$ cat src/rtl/clkdiv_pkg.sv
package clkdiv_pkg;

  localparam int BANK_SEL_W = 4;
  localparam int FB_SEL_W   = 3;
  localparam int MAX_DIV    = 32;
  localparam int DIV_CNT_W  = $clog2(MAX_DIV / 2);

  // even ratio selected by a bank code; unassigned codes fall back to 2
  function automatic int bank_ratio(logic [BANK_SEL_W-1:0] code);
    case (code)
      4'd1:    return 4;
      4'd2:    return 6;
      4'd3:    return 8;
      default: return 2;
    endcase
  endfunction

  // even ratio selected by the feedback code; unassigned codes fall back to 2
  function automatic int fb_ratio(logic [FB_SEL_W-1:0] code);
    case (code)
      3'd0:    return 4;
      3'd1:    return 6;
      3'd2:    return 8;
      3'd3:    return 16;
      3'd4:    return 24;
      3'd5:    return 32;
      default: return 2;
    endcase
  endfunction

  // terminal count of the half-period counter for a given even ratio
  function automatic logic [DIV_CNT_W-1:0] half_term(int ratio);
    return DIV_CNT_W'(ratio / 2 - 1);
  endfunction

endpackage

$ cat src/rtl/clkdiv_cfg.sv
module clkdiv_cfg
  import clkdiv_pkg::*;
#(
  parameter int BANKS = 3
) (
  input  logic                          clk,
  input  logic                          rst_n,
  input  logic                          load,
  input  logic                          bypass_i,
  input  logic                          halve_i,
  input  logic [BANKS*BANK_SEL_W-1:0]   sel_bank_i,
  input  logic [FB_SEL_W-1:0]           sel_fb_i,
  output logic [BANKS*DIV_CNT_W-1:0]    term_bank_o,
  output logic [DIV_CNT_W-1:0]          term_fb_o,
  output logic                          bypass_o,
  output logic                          halve_o
);

  logic [BANKS*DIV_CNT_W-1:0] term_bank_dec, term_bank_d, term_bank_q;
  logic [DIV_CNT_W-1:0]       term_fb_d, term_fb_q;
  logic                       bypass_d, bypass_q, halve_d, halve_q;

  for (genvar g = 0; g < BANKS; g++) begin : g_dec
    assign term_bank_dec[g*DIV_CNT_W +: DIV_CNT_W] =
      half_term(bank_ratio(sel_bank_i[g*BANK_SEL_W +: BANK_SEL_W]));
  end

  always_comb begin
    term_bank_d = term_bank_q;
    term_fb_d   = term_fb_q;
    bypass_d    = bypass_q;
    halve_d     = halve_q;
    if (load) begin
      term_bank_d = term_bank_dec;
      term_fb_d   = half_term(fb_ratio(sel_fb_i));
      bypass_d    = bypass_i;
      halve_d     = halve_i;
    end
  end

  always_ff @(posedge clk or negedge rst_n) begin
    if (!rst_n) begin
      term_bank_q <= '0;
      term_fb_q   <= '0;
      bypass_q    <= 1'b0;
      halve_q     <= 1'b0;
    end else begin
      term_bank_q <= term_bank_d;
      term_fb_q   <= term_fb_d;
      bypass_q    <= bypass_d;
      halve_q     <= halve_d;
    end
  end

  assign term_bank_o = term_bank_q;
  assign term_fb_o   = term_fb_q;
  assign bypass_o    = bypass_q;
  assign halve_o     = halve_q;

endmodule

$ cat src/rtl/clkdiv_src.sv
module clkdiv_src #(
  parameter int SYNC_STAGES = 2
) (
  input  logic clk,
  input  logic rst_n,
  input  logic run,
  input  logic bypass,
  input  logic halve,
  input  logic clk_ref,
  output logic tick_o
);

  logic [SYNC_STAGES:0] ref_sh_q, ref_sh_d;
  logic                 ref_rise, raw_evt;
  logic                 phase_q, phase_d;

  always_comb begin
    ref_sh_d = {ref_sh_q[SYNC_STAGES-1:0], clk_ref};
  end

  assign ref_rise = ref_sh_q[SYNC_STAGES-1] & ~ref_sh_q[SYNC_STAGES];
  assign raw_evt  = bypass ? ref_rise : 1'b1;

  always_comb begin
    phase_d = phase_q;
    if (!run)         phase_d = 1'b0;
    else if (raw_evt) phase_d = ~phase_q;
  end

  always_ff @(posedge clk or negedge rst_n) begin
    if (!rst_n) begin
      ref_sh_q <= '0;
      phase_q  <= 1'b0;
    end else begin
      ref_sh_q <= ref_sh_d;
      phase_q  <= phase_d;
    end
  end

  // the first event after release always passes, so the halved stream starts at once
  assign tick_o = run & raw_evt & (~halve | ~phase_q);

endmodule

$ cat src/rtl/clkdiv_even.sv
module clkdiv_even #(
  parameter int CNT_W = 4
) (
  input  logic             clk,
  input  logic             rst_n,
  input  logic             clr,
  input  logic             tick,
  input  logic [CNT_W-1:0] term,
  output logic             level_o
);

  logic [CNT_W-1:0] cnt_q, cnt_d;
  logic             lvl_q, lvl_d;
  logic             live_q, live_d;

  always_comb begin
    cnt_d  = cnt_q;
    lvl_d  = lvl_q;
    live_d = live_q;
    if (clr) begin
      cnt_d  = '0;
      lvl_d  = 1'b0;
      live_d = 1'b0;
    end else if (tick) begin
      if (!live_q) begin
        live_d = 1'b1;
        lvl_d  = 1'b1;
        cnt_d  = '0;
      end else if (cnt_q == term) begin
        cnt_d = '0;
        lvl_d = ~lvl_q;
      end else begin
        cnt_d = cnt_q + 1'b1;
      end
    end
  end

  always_ff @(posedge clk or negedge rst_n) begin
    if (!rst_n) begin
      cnt_q  <= '0;
      lvl_q  <= 1'b0;
      live_q <= 1'b0;
    end else begin
      cnt_q  <= cnt_d;
      lvl_q  <= lvl_d;
      live_q <= live_d;
    end
  end

  assign level_o = lvl_q;

endmodule

$ cat src/rtl/clkdiv_bank_top.sv
module clkdiv_bank_top
  import clkdiv_pkg::*;
#(
  parameter int BANKS       = 3,
  parameter int SYNC_STAGES = 2
) (
  input  logic                        clk_mst,
  input  logic                        rst_n,
  input  logic                        clk_ref,
  input  logic                        bypass_i,
  input  logic                        halve_i,
  input  logic                        mreset_i,
  input  logic [BANKS*BANK_SEL_W-1:0] sel_bank_i,
  input  logic [FB_SEL_W-1:0]         sel_fb_i,
  output logic [BANKS-1:0]            out_bank_o,
  output logic                        out_fb_o
);

  localparam int CFG_W = (BANKS + 1) * DIV_CNT_W + 2;

  logic [1:0]                 rst_sync_q;
  logic                       rst_core_n;
  logic                       run_q, run_d;
  logic                       tick;
  logic [BANKS*DIV_CNT_W-1:0] term_bank;
  logic [DIV_CNT_W-1:0]       term_fb;
  logic                       byp_q, halve_q;

  // asynchronous assertion, synchronous release
  always_ff @(posedge clk_mst or negedge rst_n) begin
    if (!rst_n) rst_sync_q <= 2'b00;
    else        rst_sync_q <= {rst_sync_q[0], 1'b1};
  end
  assign rst_core_n = rst_sync_q[1];

  always_comb run_d = ~mreset_i;

  always_ff @(posedge clk_mst or negedge rst_core_n) begin
    if (!rst_core_n) run_q <= 1'b0;
    else             run_q <= run_d;
  end

  clkdiv_cfg #(.BANKS(BANKS)) u_cfg (
    .clk        (clk_mst),
    .rst_n      (rst_core_n),
    .load       (~run_q),
    .bypass_i   (bypass_i),
    .halve_i    (halve_i),
    .sel_bank_i (sel_bank_i),
    .sel_fb_i   (sel_fb_i),
    .term_bank_o(term_bank),
    .term_fb_o  (term_fb),
    .bypass_o   (byp_q),
    .halve_o    (halve_q)
  );

  clkdiv_src #(.SYNC_STAGES(SYNC_STAGES)) u_src (
    .clk    (clk_mst),
    .rst_n  (rst_core_n),
    .run    (run_q),
    .bypass (byp_q),
    .halve  (halve_q),
    .clk_ref(clk_ref),
    .tick_o (tick)
  );

  for (genvar g = 0; g < BANKS; g++) begin : g_bank
    clkdiv_even #(.CNT_W(DIV_CNT_W)) u_div (
      .clk    (clk_mst),
      .rst_n  (rst_core_n),
      .clr    (~run_q),
      .tick   (tick),
      .term   (term_bank[g*DIV_CNT_W +: DIV_CNT_W]),
      .level_o(out_bank_o[g])
    );
  end

  clkdiv_even #(.CNT_W(DIV_CNT_W)) u_fb (
    .clk    (clk_mst),
    .rst_n  (rst_core_n),
    .clr    (~run_q),
    .tick   (tick),
    .term   (term_fb),
    .level_o(out_fb_o)
  );

endmodule

$ cat config.mk
export PLATFORM = sky130hd
export DESIGN_NAME = clkdiv_bank_top
export DESIGN_NICKNAME = d
export VERILOG_FILES = /design/src/rtl/clkdiv_pkg.sv /design/src/rtl/clkdiv_cfg.sv /design/src/rtl/clkdiv_src.sv /design/src/rtl/clkdiv_even.sv /design/src/rtl/clkdiv_bank_top.sv
export SDC_FILE = /design/constraint.sdc
export NUM_CORES = 1
export LEC_CHECK = 0
export BUFFER_PORTS_ARGS = -buffer_cell sky130_fd_sc_hd__buf_2
export CORE_UTILIZATION = 52
export CTS_CLUSTER_DIAMETER = 50
export DETAILED_ROUTE_END_ITERATION = 12
export MAX_ROUTING_LAYER = met4
export PLACE_DENSITY = 0.76
export SETUP_SLACK_MARGIN = 0.4
export SLEW_MARGIN = 20
export SYNTH_ARGS = -nofsm -noshare
export SYNTH_HDL_FRONTEND = slang
export SYNTH_SLANG_ARGS = --single-unit
$ cat constraint.sdc
create_clock -name clk_mst -period 1.25 [get_ports clk_mst]
set_input_delay 0.0625 -clock clk_mst [delete_from_list [all_inputs] [get_ports clk_mst]]
set_output_delay 0.0625 -clock clk_mst [all_outputs]
set_load 0.05 [all_outputs]
After elaboration in Yosys (flattened, before gate mapping). Cells that the tools add are included.

Register bits: 46. Latch bits: 0. Bits in writable memories: 0. ROM bits: 0. Output and inout bits: 4. Memories kept: 0.

Add/sub/neg operators: 12. $mul: 0. Divide/modulo/power cells: 0. $lt $le $gt $ge: 0. Equal/unequal tests: 24. Shifts and indexed selects: 0. Multiplexer cells: 42. Bitwise gates (word level): 16. Reductions and logical operators: 5.

Operator list (number): 4-bit 2-to-1 mux (16); 4-bit one-hot mux with 3 select lines (3); 6-bit one-hot mux with 6 select lines (1); 32-bit 2-to-1 mux (1); 4-bit by 2-bit == test with 1-bit output, second input constant (6); 1-bit 2-to-1 mux (21); 4-bit by 1-bit adder with 4-bit output, second input constant (4); 4-bit == test (4); 4-bit by 2-bit subtractor with 4-bit output, second input constant (4); 3-bit by 1-bit adder with 4-bit output (3); 4-bit by 1-bit == test with 1-bit output, second input constant (3); 3-bit != test, second input constant (4); 1-bit inverter (8); 2-bit AND reduction (4); 3-bit by 2-bit == test with 1-bit output, second input constant (2); 3-bit == test, second input constant (2); 4-bit by 1-bit adder with 4-bit output (1); 1-bit bitwise AND (4); 2-bit by 1-bit != test with 1-bit output, second input constant (2); 1-bit bitwise AND, first input constant (3); 3-bit by 1-bit == test with 1-bit output, second input constant (1); 3-bit logical NOT (1); 1-bit OR (1).

Logic depth before layout (Yosys ltp).
Depth after elaboration: 7. Mapped depth: 6.

By module. From an unflattened synthesis, not the netlist that was laid out.

Cells, all modules: 230. Area, all modules: 2341.0 µm².

Modules (own cells, without submodules): clkdiv_even (times used 4, cells an instance 37, area each 347.8 µm², sequential area each 150.1 µm²); clkdiv_cfg (times used 1, cells an instance 65, area each 720.7 µm², sequential area each 450.4 µm²); clkdiv_src (times used 1, cells an instance 11, area each 142.6 µm², sequential area each 100.1 µm²); clkdiv_bank_top (times used 1, cells an instance 6, area each 86.3 µm², sequential area each 75.1 µm²).

Worst setup path after synthesis. OpenSTA, ideal clock, no wires.

Kind: reg2reg. Start point: register u_src.ref_sh_q[2]. End point: register g_bank[1].u_div.cnt_q[3]. Data arrival time: 1.236 ns. Data required time: 1.120 ns. Setup slack: -0.116 ns. Stages on the path, launching flop included: 6. Buffers on the path: 1. Clock period less this slack: 1.366 ns. Path through: dfrtp_1 nand2b_1 a31o_2 clkbuf_1 a22oi_1 o31ai_2.

Word-level cells in the longest chain between the ends: 6.

RTL lines: from (decl) (RTL line clkdiv_src.sv:13) `logic [SYNC_STAGES:0] ref_sh_q, ref_sh_d;`; from (signal assigned) (RTL line clkdiv_src.sv:35) `ref_sh_q <= ref_sh_d;`; 1-bit inverter (RTL line clkdiv_src.sv:21) `assign ref_rise = ref_sh_q[SYNC_STAGES-1] & ~ref_sh_q[SYNC_STAGES];`; 1-bit bitwise AND (RTL line clkdiv_src.sv:21); 1-bit 2-to-1 mux (RTL line clkdiv_src.sv:22) `assign raw_evt = bypass ? ref_rise : 1'b1;`; 1-bit bitwise AND (2 in series) (RTL line clkdiv_src.sv:41) `assign tick_o = run & raw_evt & (~halve | ~phase_q);`; 2-bit by 1-bit != test with 1-bit output (no line); to (signal assigned) (RTL line clkdiv_even.sv:44) `cnt_q <= cnt_d;`; to (decl) (RTL line clkdiv_even.sv:12) `logic [CNT_W-1:0] cnt_q, cnt_d;`.

No other way between the ends. A chain may end at the register's enable or synchronous reset.

Worst setup path after layout.
Start point: register u_cfg.term_bank_q[3] (netlist: u_cfg.term_bank_o[3]). End point: register g_bank[0].u_div.cnt_q[3].

Word-level cells in the longest chain between the ends: 5.

RTL lines: from (decl) (RTL line clkdiv_cfg.sv:19) `logic [BANKS*DIV_CNT_W-1:0] term_bank_dec, term_bank_d, term_bank_q;`; from (signal assigned) (RTL line clkdiv_cfg.sv:48) `term_bank_q <= term_bank_d;`; 4-bit == test (RTL line clkdiv_even.sv:29) `end else if (cnt_q == term) begin`; 4-bit 2-to-1 mux (RTL line clkdiv_even.sv:29); 4-bit 2-to-1 mux (RTL line clkdiv_even.sv:25) `if (!live_q) begin`; 4-bit 2-to-1 mux (RTL line clkdiv_even.sv:24) `end else if (tick) begin`; 4-bit 2-to-1 mux (RTL line clkdiv_even.sv:20) `if (clr) begin`; to (signal assigned) (RTL line clkdiv_even.sv:44); to (decl) (RTL line clkdiv_even.sv:12).

No other way between the ends. The select of a mux whose other input is x is not followed.

==> flow_metrics.py <==
metrics = {
    "yosys": {
        "synth_top_area_cell": "dfrtp_1",
        "ys_seq_area_share_pct": 52.5,
        "synth_cells": 209,
        "synthTopCellsByArea": "dfrtp_1 (53%), xnor2_1 (6.8%), nand2_1 (5.8%), o21ai_0 (4.6%), a41oi_2 (3.0%)",
        "synth.most_common_cell": "dfrtp_1",
        "ys_ff_latch": 46,
        "syn-cell-area_sq_mm": 0.00219,
        "synth-edff-count": 0,
        "ys.flop_type": "dfrtp_1",
        "ys_warn_count": 0,
        "async_reset_ff_share_pct": 100,
        "avgSynthCellArea_sq_um": 10.5,
        "synth_top_area_share_pct": 52.5,
        "syn-num-nets": 235,
        "synth_common_cells": "dfrtp_1 (46), nand2_1 (34), o21ai_0 (20), xnor2_1 (17), nand3_1 (12)",
        "synth_cell_types": 30,
    },
    "timing": {
        "setup_viol_count_final": 19,
        "fin_skew_ns": 0.00923,
        "rsz0062_at_grt": "true",
        "fin_crit_ns": 1.38,
        "finalCritPeriodShare_pct": 110,
        "timing.final.hold_violations": 0,
        "fmax_ghz": 0.726,
        "fin_ws_ns": -0.127,
        "slew_violations": 0,
    },
    "finish": {
        "area_growth_pct": 60.8,
        "seq_area_sq_mm": 0.00115,
        "final_cells": 354,
        "final_nets": 329,
        "multi_input_area_sq_mm": 0.00133,
        "drive_above_1_share_pct": 54.9,
        "stdcell_area_sq_mm": 0.00353,
        "fillers": 171,
        "n_antenna_cell": 0,
    },
    "floorplan": {
        "fp-row-count": 23,
        "io_pins": 25,
        "die_h_microns": 66.9,
        "die_x_microns": 66.9,
        "start_util_pct": 54.4,
        "dieArea_sq_mm": 0.00448,
        "core_sq_mm": 0.00403,
    },
    "clock_tree": {
        "clock_latency_ns": 0.31,
        "cts_max_level": 2,
        "cts_tree": "yes",
        "cts.sinks": 46,
        "clkSlewWorstSetupHoldPaths_ns": 0.09,
        "clock_path_buffers": 2,
        "cts_root_buffer": "clkbuf_8",
        "cts_inserted_buffers": 5,
    },
    "route": {
        "remaining_drc_errors": 0,
        "wire_per_inst_microns": 18.8,
        "firstDrtPassIters": 4,
        "ant_nets": 0,
        "via_per_inst": 5.75,
        "num_vias": 2036,
        "drt_iter0_markers": 167,
        "wirelength_microns": 6670,
    },
    "setup_path": {
        "r2r-end": "g_bank[0].u_div.cnt_q[3]",
        "reg2regPathDepth": 5,
        "path_max_fanout": 5,
        "r2r_slack_ns": -0.13,
        "criticalPathCategory": "reg -> reg",
        "crit_arrival_ns": 1.57,
        "endpoint_kind": "flip-flop",
        "cp.required_ns": 1.44,
        "reg2reg_from": "u_cfg.term_bank_o[3]",
        "startpoint_type": "flip-flop",
    },
    "flow_run": {
        "cap_violations": 0,
    },
    "global_route": {
        "grt_usage_pct": 28.5,
        "grt_antenna_before_repair": 0,
        "overflow": 0,
        "grt_pass1_vias": 2036,
        "grt_max_degree": 18,
        "grt_first_pass_wirelength_microns": 9030,
    },
    "hold_path": {
        "min_from": "sel_bank_i[10]",
        "holdPathStages": 4,
        "min_to": "u_cfg.term_bank_o[8]",
        "hold_path.class": "in -> reg",
    },
    "power": {
        "power_w": 0.00372,
        "p_leak_nw": 1.62,
        "peakVddDrop_v": 0.00102,
        "power_per_cell_area_mw_per_mm2": 1060,
    },
    "placement": {
        "dp_hpwl_microns": 3200,
        "routabilityCongestion": 0.817,
        "place_area_sq_mm": 0.00267,
        "place_inst": 313,
        "numPortBuffers": 24,
    },
    "run_status": {
        "violations": "negative setup slack",
        "status": "finished, violations left",
    },
}
-- cell usage in the layout, fill, tap and decap left out, drive strengths merged, types with 2 or more instances in the layout --
master       count
nand2b           3
clkinv           2
o21a             6
inv              3
mux2             3
and3             2
nand3           12
o31ai            4
a22oi            5
nor2             4
buf             84
ha               5
a21oi            3
clkbuf           6
xnor2           17
dlygate4sd3     11
o21ai           20
dfrtp           46
nand4            4
nand4b           4
a41oi            4
nand3b           4
nand2           36
and2            10
-- cells by family after synthesis --
kind of cell             count (synthesis)  share of synthesized area (%)
AND/OR/NAND/NOR                         80                           18.5
adder cells (fa/ha/maj)                  5                           2.85
AO/OA/AOI/OAI                           44                           14.5
buffers and inverters                   12                           2.68
XOR/XNOR                                17                           6.79
other                                    1                          0.171
flip-flops                              46                           52.5
multiplexers                             4                           2.00
-- area by class of cell --
cell class | instances | area share, %
inverter | 3 | 0.319
clock buffer | 5 | 1.95
multi-input combinational | 151 | 37.8
sequential | 46 | 32.8
tap | 50 | 1.77
timing repair buffer | 96 | 24.3
clock inverter | 3 | 1.14
-- power breakdown --
part           total [W]  switching [W]  leakage, nW  internal [W]
sequential       0.00167      0.0000980        0.600       0.00157
clock            0.00112       0.000533       0.0579      0.000589
combinational   0.000930       0.000451        0.963      0.000479
total            0.00372        0.00108         1.62       0.00264
-- routing by layer --
| layer | GRT usage, % | part of all wire (%) | wire length [microns] |
|---|---|---|---|
| met3 | 6.85 | 3.5 | 232 |
| met1 | 30.7 | 39 | 2620 |
| met5 | - | 0 | 0 |
| met2 | 49.7 | 53 | 3530 |
| met4 | 12.2 | 4.3 | 285 |
-- state kept, by name, summed over array words and instances, names as in the netlist, 2 cells and up --
signal / flops
u_src.ref_sh_q: 3
u_fb.cnt_q: 4
g_bank.u_div.cnt_q: 12
u_cfg.term_fb_o: 4
u_cfg.term_bank_o: 12
rst_sync_q: 2
g_bank.u_div.level_o: 3
-- critical path: stages (launching register included) --
cell and delay (ns):
dfrtp_1 0.42, xnor2_2 0.28, a41oi_4 0.17, buf_6 0.17, a22oi_2 0.14, o31ai_2 0.09
-- worst max path at each step --
stage / start / cells after the start / slack [ns] / endpoint
after floorplan: run_q / 5 / -0.07 / g_bank[1].u_div.cnt_q[3]
after global placement: run_q / 5 / -0.15 / u_fb.cnt_q[0]
after detailed placement: run_q / 4 / -0.18 / g_bank[1].u_div.cnt_q[3]
after CTS: run_q / 5 / -0.09 / g_bank[0].u_div.cnt_q[3]
after global routing: run_q / 5 / -0.18 / g_bank[1].u_div.cnt_q[3]
final: u_cfg.term_bank_o[3] / 5 / -0.13 / g_bank[0].u_div.cnt_q[3]
-- through the flow --
stage,setup slack (ns),hold slack (ns),utilization [%],TNS [ns]
final,-0.127,0.0322,87.5,-1.64
after detailed placement,-0.181,-0.150,66.4,-2.09
after CTS,-0.0900,0.00568,82.0,-0.727
after global routing,-0.182,0.0386,87.5,-2.49
after global placement,-0.149,-0.153,66.4,-1.70
after floorplan,-0.0652,-0.233,-,-0.177
-- what timing repair did --
item	4_1_cts	5_1_grt
pin swaps	26	13
endpoints found under the hold margin	12	0
cloned	0	1
endpoints found under the setup margin	44	44
hold buffers	11	0
gates resized for setup	71	37
setup buffers	13	8
No activity file was read; power rests on OpenSTA's default activity.
